$ cat config.mk
export PLATFORM = sky130hd
export DESIGN_NAME = chan_pwr_ctrl
export DESIGN_NICKNAME = d
export VERILOG_FILES = /design/src/rtl/pcs_pkg.sv /design/src/rtl/pcs_cfg.sv /design/src/rtl/pcs_path.sv /design/src/rtl/chan_pwr_ctrl.sv
export SDC_FILE = /design/constraint.sdc
export NUM_CORES = 1
export LEC_CHECK = 0
export BUFFER_PORTS_ARGS = -buffer_cell sky130_fd_sc_hd__buf_2
export CELL_PAD_IN_SITES_DETAIL_PLACEMENT = 1
export CELL_PAD_IN_SITES_GLOBAL_PLACEMENT = 1
export CORE_UTILIZATION = 30
export DETAILED_ROUTE_END_ITERATION = 16
export HOLD_SLACK_MARGIN = 0.08
export PLACE_DENSITY = 0.69
export SYNTH_ARGS = -nofsm -noshare
export SYNTH_HDL_FRONTEND = slang
export SYNTH_SLANG_ARGS = --single-unit
$ cat constraint.sdc
create_clock -name clk -period 3 [get_ports clk]
set_clock_uncertainty 0.1 [all_clocks]
set_input_delay 0.15 -clock clk [delete_from_list [all_inputs] [get_ports clk]]
set_output_delay 0.15 -clock clk [all_outputs]
set_load 0.005 [all_outputs]
$ cat src/rtl/pcs_pkg.sv
package pcs_pkg;
    typedef logic [1:0] depth_t;

    localparam depth_t DEPTH_NONE = 2'd0;
    localparam depth_t DEPTH_PLL  = 2'd1;
    localparam depth_t DEPTH_LDO  = 2'd2;

    function automatic depth_t sat_depth(input logic [1:0] code);
        return (code > DEPTH_LDO) ? DEPTH_LDO : depth_t'(code);
    endfunction

    function automatic depth_t max_depth(input depth_t a, input depth_t b);
        return (a > b) ? a : b;
    endfunction
endpackage

$ cat src/rtl/pcs_cfg.sv
module pcs_cfg
    import pcs_pkg::*;
(
    input  logic       clk,
    input  logic       rst_n,
    input  logic       we_i,
    input  logic [1:0] en_code_i,
    input  logic [1:0] pin_code_i,
    input  logic       pd_event_i,
    output depth_t     use_en_o,
    output depth_t     use_pin_o,
    output logic       err_o
);
    typedef struct packed {
        depth_t act_en;
        depth_t act_pin;
        depth_t stg_en;
        depth_t stg_pin;
        logic   stg_vld;
        logic   err;
    } cfg_st_t;

    cfg_st_t st_d, st_q;
    logic    bad_pair;

    assign use_en_o  = st_q.stg_vld ? st_q.stg_en  : st_q.act_en;
    assign use_pin_o = st_q.stg_vld ? st_q.stg_pin : st_q.act_pin;
    assign err_o     = st_q.err;

    always_comb begin
        bad_pair = (en_code_i == 2'd3) || (pin_code_i == 2'd3) ||
                   ((pin_code_i != 2'd0) &&
                    (sat_depth(pin_code_i) <= sat_depth(en_code_i)));
        st_d = st_q;
        if (pd_event_i) begin
            st_d.act_en  = use_en_o;
            st_d.act_pin = use_pin_o;
            st_d.stg_vld = 1'b0;
        end
        if (we_i) begin
            st_d.stg_en  = sat_depth(en_code_i);
            st_d.stg_pin = sat_depth(pin_code_i);
            st_d.stg_vld = 1'b1;
            st_d.err     = st_q.err | bad_pair;
        end
    end

    always_ff @(posedge clk) begin
        if (!rst_n) st_q <= '0;
        else        st_q <= st_d;
    end
endmodule

$ cat src/rtl/pcs_path.sv
module pcs_path
    import pcs_pkg::*;
#(
    parameter int REC1_CYC = 6,
    parameter int REC2_CYC = 14
) (
    input  logic   clk,
    input  logic   rst_n,
    input  depth_t tgt_i,
    output depth_t lvl_o,
    output logic   rdy_o
);
    localparam int CW = $clog2(REC2_CYC + 1);
    localparam logic [CW-1:0] LOAD1 = CW'(REC1_CYC);
    localparam logic [CW-1:0] LOAD2 = CW'(REC2_CYC);

    typedef struct packed {
        depth_t        lvl;
        logic [CW-1:0] cnt;
    } path_st_t;

    path_st_t st_d, st_q;

    assign lvl_o = st_q.lvl;
    assign rdy_o = (st_q.lvl == DEPTH_NONE) && (tgt_i == DEPTH_NONE) &&
                   (st_q.cnt == '0);

    always_comb begin
        st_d = st_q;
        if (tgt_i > st_q.lvl) begin
            st_d.lvl = st_q.lvl + depth_t'(1);
            st_d.cnt = '0;
        end else if (tgt_i < st_q.lvl) begin
            st_d.lvl = tgt_i;
            st_d.cnt = (st_q.lvl == DEPTH_LDO) ? LOAD2 : LOAD1;
        end else if (st_q.cnt != '0) begin
            st_d.cnt = st_q.cnt - 1'b1;
        end
    end

    always_ff @(posedge clk) begin
        if (!rst_n) st_q <= '0;
        else        st_q <= st_d;
    end
endmodule

$ cat src/rtl/chan_pwr_ctrl.sv
module chan_pwr_ctrl
    import pcs_pkg::*;
#(
    parameter int REC1_CYC   = 6,
    parameter int REC2_CYC   = 14,
    parameter bit SHARED_RES = 1'b1
) (
    input  logic       clk,
    input  logic       rst_n,
    input  logic       tx_en,
    input  logic       rx_en,
    input  logic       pd_pin,
    input  logic       cfg_we,
    input  logic [1:0] cfg_en_mode,
    input  logic [1:0] cfg_pin_mode,
    output logic       tx_dp_pd,
    output logic       tx_pll_pd,
    output logic       tx_ldo_pd,
    output logic       rx_dp_pd,
    output logic       rx_pll_pd,
    output logic       rx_ldo_pd,
    output logic       tx_rdy,
    output logic       rx_rdy,
    output logic       pin_err,
    output logic       cfg_err
);
    localparam int NPATH = 2;

    typedef struct packed {
        logic [NPATH-1:0]   prev_en;
        logic               prev_pin;
        depth_t [NPATH-1:0] en_lvl;
        depth_t             pin_lvl;
        logic               pin_err;
    } top_st_t;

    top_st_t            st_d, st_q;
    logic [NPATH-1:0]   en_now, en_fall, en_rise;
    logic               pin_rise, pin_drop, pin_take, pd_event;
    depth_t             use_en, use_pin;
    depth_t [NPATH-1:0] tgt, lvl;
    logic [NPATH-1:0]   rdy;
    logic [NPATH-1:0]   dp_g, pll_g, ldo_g;

    assign en_now   = {rx_en, tx_en};
    assign en_fall  = st_q.prev_en & ~en_now;
    assign en_rise  = ~st_q.prev_en & en_now;
    assign pin_rise = pd_pin & ~st_q.prev_pin;
    assign pin_drop = ~pd_pin & st_q.prev_pin;
    assign pin_take = pin_rise & ~(|en_now);
    assign pd_event = (|en_fall) | pin_take;

    pcs_cfg u_cfg (
        .clk        (clk),
        .rst_n      (rst_n),
        .we_i       (cfg_we),
        .en_code_i  (cfg_en_mode),
        .pin_code_i (cfg_pin_mode),
        .pd_event_i (pd_event),
        .use_en_o   (use_en),
        .use_pin_o  (use_pin),
        .err_o      (cfg_err)
    );

    always_comb begin
        st_d          = st_q;
        st_d.prev_en  = en_now;
        st_d.prev_pin = pd_pin;
        for (int i = 0; i < NPATH; i++) begin
            if (en_fall[i])      st_d.en_lvl[i] = use_en;
            else if (en_rise[i]) st_d.en_lvl[i] = DEPTH_NONE;
        end
        if (pin_take)      st_d.pin_lvl = use_pin;
        else if (pin_drop) st_d.pin_lvl = DEPTH_NONE;
        st_d.pin_err = st_q.pin_err | (pin_rise & ~pin_take);
    end

    always_ff @(posedge clk) begin
        if (!rst_n) st_q <= '0;
        else        st_q <= st_d;
    end

    for (genvar p = 0; p < NPATH; p++) begin : g_path
        assign tgt[p] = max_depth(st_q.en_lvl[p], st_q.pin_lvl);

        pcs_path #(
            .REC1_CYC (REC1_CYC),
            .REC2_CYC (REC2_CYC)
        ) u_path (
            .clk   (clk),
            .rst_n (rst_n),
            .tgt_i (tgt[p]),
            .lvl_o (lvl[p]),
            .rdy_o (rdy[p])
        );

        assign dp_g[p] = (lvl[p] >= DEPTH_PLL);

        if (SHARED_RES) begin : g_shared
            assign pll_g[p] = (lvl[0] >= DEPTH_PLL) && (lvl[1] >= DEPTH_PLL);
            assign ldo_g[p] = (lvl[0] == DEPTH_LDO) && (lvl[1] == DEPTH_LDO);
        end else begin : g_split
            assign pll_g[p] = (lvl[p] >= DEPTH_PLL);
            assign ldo_g[p] = (lvl[p] == DEPTH_LDO);
        end
    end

    assign tx_dp_pd  = dp_g[0];
    assign tx_pll_pd = pll_g[0];
    assign tx_ldo_pd = ldo_g[0];
    assign rx_dp_pd  = dp_g[1];
    assign rx_pll_pd = pll_g[1];
    assign rx_ldo_pd = ldo_g[1];
    assign tx_rdy    = rdy[0];
    assign rx_rdy    = rdy[1];
    assign pin_err   = st_q.pin_err;
endmodule

==> flow_summary.yaml, run 1 <==
run_status:
  status: "finished clean"
sta:
  setup_viol: 0
  fmax_mhz: 397
  slew_headroom_pct: 63.6
  hold_ws_ps: 91.1
  post-route-period-util_pct: 83.9
  worst_slew_pin_slew_ps: 545
  fin_tns_setup_ps: 0
  layout_min_cycle_time_ps: 2520
  hold_viol_final: 0
  rsz0062_at_grt: "no"
  maxSlewViolCount: 0
cts:
  h-tree-depth: 2
  cts_sinks: 32
  numCtsBuffers: 5
  post_cts_resized: 0
  cts_tree: "yes"
  cts.clk_slew.worst_paths_ps: 70
  clock_latency_ps: 280
  root_buffer: "clkbuf_8"
  clockBufferDepth: 2
cells_and_area:
  fin_nets: 273
  syn_to_final_growth_pct: 16.1
  drive_above_1_share_pct: 14.4
  num-fill-cells: 722
  final-seq-area_um2: 641
  diodes: 0
  multiInputGateArea_um2: 1090
  final_area_um2: 2190
  utilization_pct: 36.5
floorplan:
  die_h_um: 81.2
  coreArea_um2: 5990
  rows: 28
  start_util_pct: 31.4
  die_area_um2: 6600
  ios: 20
  die_w_um: 81.2
global_routing:
  overflow: 0
  grt_max_degree: 34
  met3_usage_pct: 3.48
  grt_pass1_vias: 1572
  antenna_found_initial: 0
  grt.busiest_layer: "met2"
  grtUsageMet1_pct: 15.6
  grt_pass1_wl_um: 6870
  grtUsageMet2_pct: 24.6
  grt_usage_pct: 13.7
setup_path:
  endpoint_kind: "register"
  crit_arrival_ps: 2610
  critPathRequiredTime_ps: 3090
  cp_slowest_stage_delay_ps: 350
  critPathLaunchType: "register"
  crit_fanout: 5
  crit_type: "reg -> reg"
  path_cells: "inv_1 -> ha_1 -> nor2_1 -> nor2_1 -> nor3_1 -> or2_2 -> ha_1 -> inv_1 -> a21oi_1 -> nand2_1 -> o31ai_1"
  cpMaxStageDelayCell: "dfxtp_1"
place:
  postPlaceCellArea_um2: 2030
  placement.io_buffers: 19
  post-dp-hpwl_um: 3120
  gp_congestion: 0.763
min_path:
  min_path_type: "in -> reg"
synthesis:
  ys_seq_area_share_pct: 34.0
  syn_nets: 250
  synthFlopType: "dfxtp_1"
  yosysTopAreaCell: "dfxtp_1"
  yosys.cell_types.count: 41
  synth_edf_count: 0
  synth.most_common_cell: "dfxtp_1"
  netlist_area_um2: 1880
  ys_async_sr_fraction_pct: 0
  syn_inst: 219
  ys_warn_count: 0
  synth_top_area_share_pct: 34.0
  syn_area_per_cell_um2: 8.60
  yosys-top-cells-count: "32 x dfxtp_1, 29 x inv_1, 23 x nand2_1, 21 x ha_1, 11 x o21ai_0"
  netlist_top_cells_area: "dfxtp_1 34%, ha_1 14%, inv_1 5.8%, mux2i_1 4.8%, nand2_1 4.6%"
  yosys_register_bits: 32
routing:
  vias: 1523
  drc_errors: 0
  wl_um: 3930
  avgViaCountPerCell: 4.79
  post_drt_wl_per_cell_um: 12.3
  drt-initial-drc-count: 32
  first_pass_iters: 4
  postRouteAntennaNets: 0
pwr:
  p_leak_nw: 1.01
  pwr-share-seq_pct: 36.4
  p_switching_mw: 0.495
  powerDensity_nw_per_um2: 682
  pwr-share-comb_pct: 36.1
  p_int_mw: 0.996
  switching_share_pct: 33.2
  peakVddDrop_v: 0.000270
  clkPwrFrac_pct: 27.5
job:
  max_cap_violations: 0
logic make-up after synthesis:
kind of cell	count (synthesis)	synth area share, %
xor+xnor	6	2.79
flops	32	34.0
compound gates	42	15.7
simple gates	70	19.3
fa+ha+maj	21	14.0
mux	11	5.98
buf+inv	37	8.24
placed cells by master (no fill, tap or decap), drive strengths merged, types with 6 or more instances in the layout:
master  netlist  final
dfxtp        32     32
inv          29     29
nand2        23     23
ha           21     21
buf           4     19
o21ai        11     11
nor2         11     11
mux2i         9      9
and2          8      8
a21oi         7      7
nor2b         6      6
xnor2         6      6
state kept, by name, indices dropped and copies added, names as in the netlist:
| signal | count |
|---|---|
| g_path.u_path.st_q | 8 |
| g_path.u_path.lvl_o | 4 |
| pin_err | 1 |
| u_cfg.err_o | 1 |
| st_q | 9 |
| u_cfg.st_q | 9 |
worst paths after layout:
kind / startpoint / to / slack (ps) / depth (start not counted)
max reg2reg: st_q[2] / g_path[0].u_path.lvl_o[0] / 480 / 11
min reg2reg: pin_err / pin_err / 370 / 1
min: cfg_pin_mode[0] / u_cfg.err_o / 90 / 3
max: st_q[2] / g_path[0].u_path.lvl_o[0] / 480 / 11
critical path, delay by kind of cell, from the launching register on:
family / cells / cell delay (ps)
fa+ha+maj: 2 / 460
compound gates: 2 / 570
buf+inv: 2 / 160
flops: 1 / 350
simple gates: 5 / 790
what timing repair did:
item / CTS / global route
endpoints found under the hold margin: 5 / 0
hold buffers: 5 / 0
setup buffers: 0 / 0
power by group through the flow:
stage                     Sequential [mW]  Clock [mW]  Combinational, mW
after global placement              0.550           0              0.526
final                               0.543       0.411              0.538
after detailed placement            0.553           0              0.541
after CTS                           0.544       0.430              0.548
after global routing                0.550       0.444              0.618
after floorplan                     0.538           0              0.409
metal layers:
layer,vias up,wire length (um)
li1,788,-
met1,711,1820
met2,19,1950
met3,5,115
met4,0,37
met5,-,0
per-stage QoR:
step | std cells | power [mW] | setup slack, ps
6_report | 318 | 1.49 | 482
5_1_grt | 318 | 1.61 | 179
4_1_cts | 318 | 1.52 | 458
3_5_place_dp | 305 | 1.09 | 479
3_3_place_gp | 305 | 1.08 | 596
2_1_floorplan | 219 | 0.947 | 733
layout make-up:
class / count / share of cell area [%]
clock buffers: 5 / 3.15
multi-input cells: 150 / 49.7
flip-flops and latches: 32 / 29.3
well taps: 75 / 4.29
repair buffers: 24 / 6.64
clock inverters: 3 / 1.95
inverters: 29 / 4.98
(Power assumes the default switching activity.)
==> run 2, diff against run 1 <==
--- a/config.mk
+++ b/config.mk
@@ -11,7 +11,7 @@
 export CORE_UTILIZATION = 30
 export DETAILED_ROUTE_END_ITERATION = 16
 export HOLD_SLACK_MARGIN = 0.08
-export PLACE_DENSITY = 0.69
+export PLACE_DENSITY = 0.72
 export SYNTH_ARGS = -nofsm -noshare
 export SYNTH_HDL_FRONTEND = slang
 export SYNTH_SLANG_ARGS = --single-unit
==> constraint.sdc (replaced) <==
create_clock -name clk -period 2.3 [get_ports clk]
set_clock_uncertainty 0.1 [all_clocks]
set_input_delay 0.115 -clock clk [delete_from_list [all_inputs] [get_ports clk]]
set_output_delay 0.115 -clock clk [all_outputs]
set_load 0.005 [all_outputs]
==> run 2 against run 1 <==
- utilization rose by 3.2 points
- clock power rose by 34%
- highest routed layer unchanged
- combinational power rose by 49%
- critical endpoint is now g_path[1].u_path.lvl_o[1]
- total power rose by 38%
==> flow_summary.yaml, run 2 (synthesized netlist as in run 1, its figures left out) <==
sta:
  hold_viol_final: 0
  setup_viol: 0
  fin_tns_setup_ps: 0
  worst_slew_pin_slew_ps: 584
  layout_min_cycle_time_ps: 2230
  fmax_mhz: 448
  post-route-period-util_pct: 97.0
  maxSlewViolCount: 0
  hold_ws_ps: 183
  slew_headroom_pct: 61.0
place:
  gp_congestion: 0.765
  postPlaceCellArea_um2: 2090
  post-dp-hpwl_um: 3090
  placement.io_buffers: 19
routing:
  postRouteAntennaNets: 0
  first_pass_iters: 3
  post_drt_wl_per_cell_um: 12.8
  drt-initial-drc-count: 29
  vias: 1608
  wl_um: 4230
  avgViaCountPerCell: 4.86
  drc_errors: 0
pwr:
  finalPower_mw: 2.06
  clkPwrFrac_pct: 26.7
  switching_share_pct: 33.8
  pwr-share-seq_pct: 34.3
  pwr-share-comb_pct: 39.0
  p_leak_nw: 1.09
  peakVddDrop_v: 0.000389
  powerDensity_nw_per_um2: 866
  p_switching_mw: 0.696
  p_int_mw: 1.37
floorplan:
  rows: 28
  coreArea_um2: 5990
  ios: 20
  die_area_um2: 6600
  die_h_um: 81.2
  die_w_um: 81.2
  start_util_pct: 31.4
cts:
  cts_setup_buffers: 0
  clock_latency_ps: 290
  root_buffer: "clkbuf_8"
  h-tree-depth: 2
  cts.clk_slew.worst_paths_ps: 70
  numCtsBuffers: 5
  clockBufferDepth: 2
  cts_sinks: 32
  cts_tree: "yes"
setup_path:
  cp_slowest_stage_delay_ps: 370
  critPathRequiredTime_ps: 2370
  timing.rr.end: "g_path[1].u_path.lvl_o[1]"
  cp_common_cell: "ha_1"
  worst-r2r-setup-slack_ps: 70
  crit_start: "st_q[6]"
  cpMaxStageDelayCell: "dfxtp_1"
  reg2reg_from: "st_q[6]"
  crit_fanout: 3
  crit_type: "reg -> reg"
  path_cells: "inv_1 -> ha_1 -> nor2_2 -> o22ai_2 -> mux2i_2 -> ha_1 -> nand2_2 -> a21oi_2 -> a32oi_1 -> a21boi_0"
  crit_arrival_ps: 2300
  rr_worst_depth: 10
  endpoint_kind: "register"
  critPathLaunchType: "register"
cells_and_area:
  final_area_um2: 2380
  largestRegisters: "st_q (9), u_cfg.st_q (9), g_path.u_path.st_q (8)"
  fin_nets: 286
  drive_above_1_share_pct: 24.2
  diodes: 0
  syn_to_final_growth_pct: 26.4
  final_cell_mix: "28 x inv_1, 28 x dfxtp_1, 21 x nand2_1, 19 x ha_1, 19 x buf_2"
  num-fill-cells: 715
global_routing:
  grt_max_degree: 34
  antenna_found_initial: 0
  grt_usage_pct: 13.9
  overflow: 0
  grt_pass1_vias: 1610
  grt_pass1_wl_um: 6940
min_path:
  min_path_type: "in -> reg"
  whs_path_depth: 4
  hp-start: "cfg_pin_mode[0]"
  min_to: "u_cfg.st_q[2]"
job:
  max_cap_violations: 0
run_status:
  status: "finished clean"
==> run 2: cell count changes in the layout (fill, tap and decap cells not counted), moves of 2 or more <==
cell	delta
ha_4	+2
dfxtp_2	+4
dfxtp_1	-4
dlygate4sd3_1	+4
a21oi_2	+3
a21oi_1	-3
nand2_1	-2
ha_1	-2
buf_4	+9
==> run 2: critical path, delay by kind of cell, from the launching register on <==
family / cells / cell delay, ps
compound gates: 4 / 510
fa+ha+maj: 2 / 630
buf+inv: 1 / 60
flops: 1 / 370
mux: 1 / 270
simple gates: 2 / 180
==> run 2: worst max path at each step <==
stage | end | cells past startpoint
2_1_floorplan | g_path[0].u_path.lvl_o[1] | 10
3_3_place_gp | g_path[0].u_path.lvl_o[1] | 10
3_5_place_dp | g_path[0].u_path.lvl_o[1] | 10
4_1_cts | g_path[1].u_path.lvl_o[1] | 9
5_1_grt | g_path[1].u_path.lvl_o[1] | 10
6_report | g_path[1].u_path.lvl_o[1] | 10
==> run 2: cell type report <==
cell class	instances	area [um2]	share of cell area (%)
Clock buffer	5	68.8	2.89
Clock inverter	3	42.5	1.79
Sequential cell	32	646	27.1
Timing Repair Buffer	37	253	10.6
Multi-Input combinational cell	150	1170	49.1
Tap cell	75	93.8	3.94
Inverter	29	109	4.57
==> run 2: repair_timing <==
action                                  4_1_cts  5_1_grt
endpoints found under the setup margin        6        7
resized for setup                             6       15
cloned                                        0        0
pin swaps                                     0        4
hold buffers                                  9        0
hold endpoints to repair                      9        0
==> run 2: routing by layer <==
metal  up-vias  GRT usage [%]  part of all wire (%)
met3         9           3.26                   2.7
met2        21           25.8                    51
met5         -              0                     0
li1        820              -                     -
met4         0           6.43                   2.0
met1       758           14.6                    44
==> run 2: stage by stage <==
step	setup WS, ps	util [%]	std cells
final	69.0	39.7	331
after global routing	-39.7	39.7	331
after CTS	21.0	38.8	331
after detailed placement	-90.2	34.9	314
after global placement	-3.81	34.9	314
after floorplan	32.6	-	219
==> run 2: power groups by stage <==
stage / Clock [mW] / Combinational (mW) / Sequential, mW
6_report: 0.551 / 0.804 / 0.707
3_5_place_dp: 0 / 0.734 / 0.719
3_3_place_gp: 0 / 0.704 / 0.715
4_1_cts: 0.561 / 0.771 / 0.709
2_1_floorplan: 0 / 0.533 / 0.701
5_1_grt: 0.582 / 0.917 / 0.719
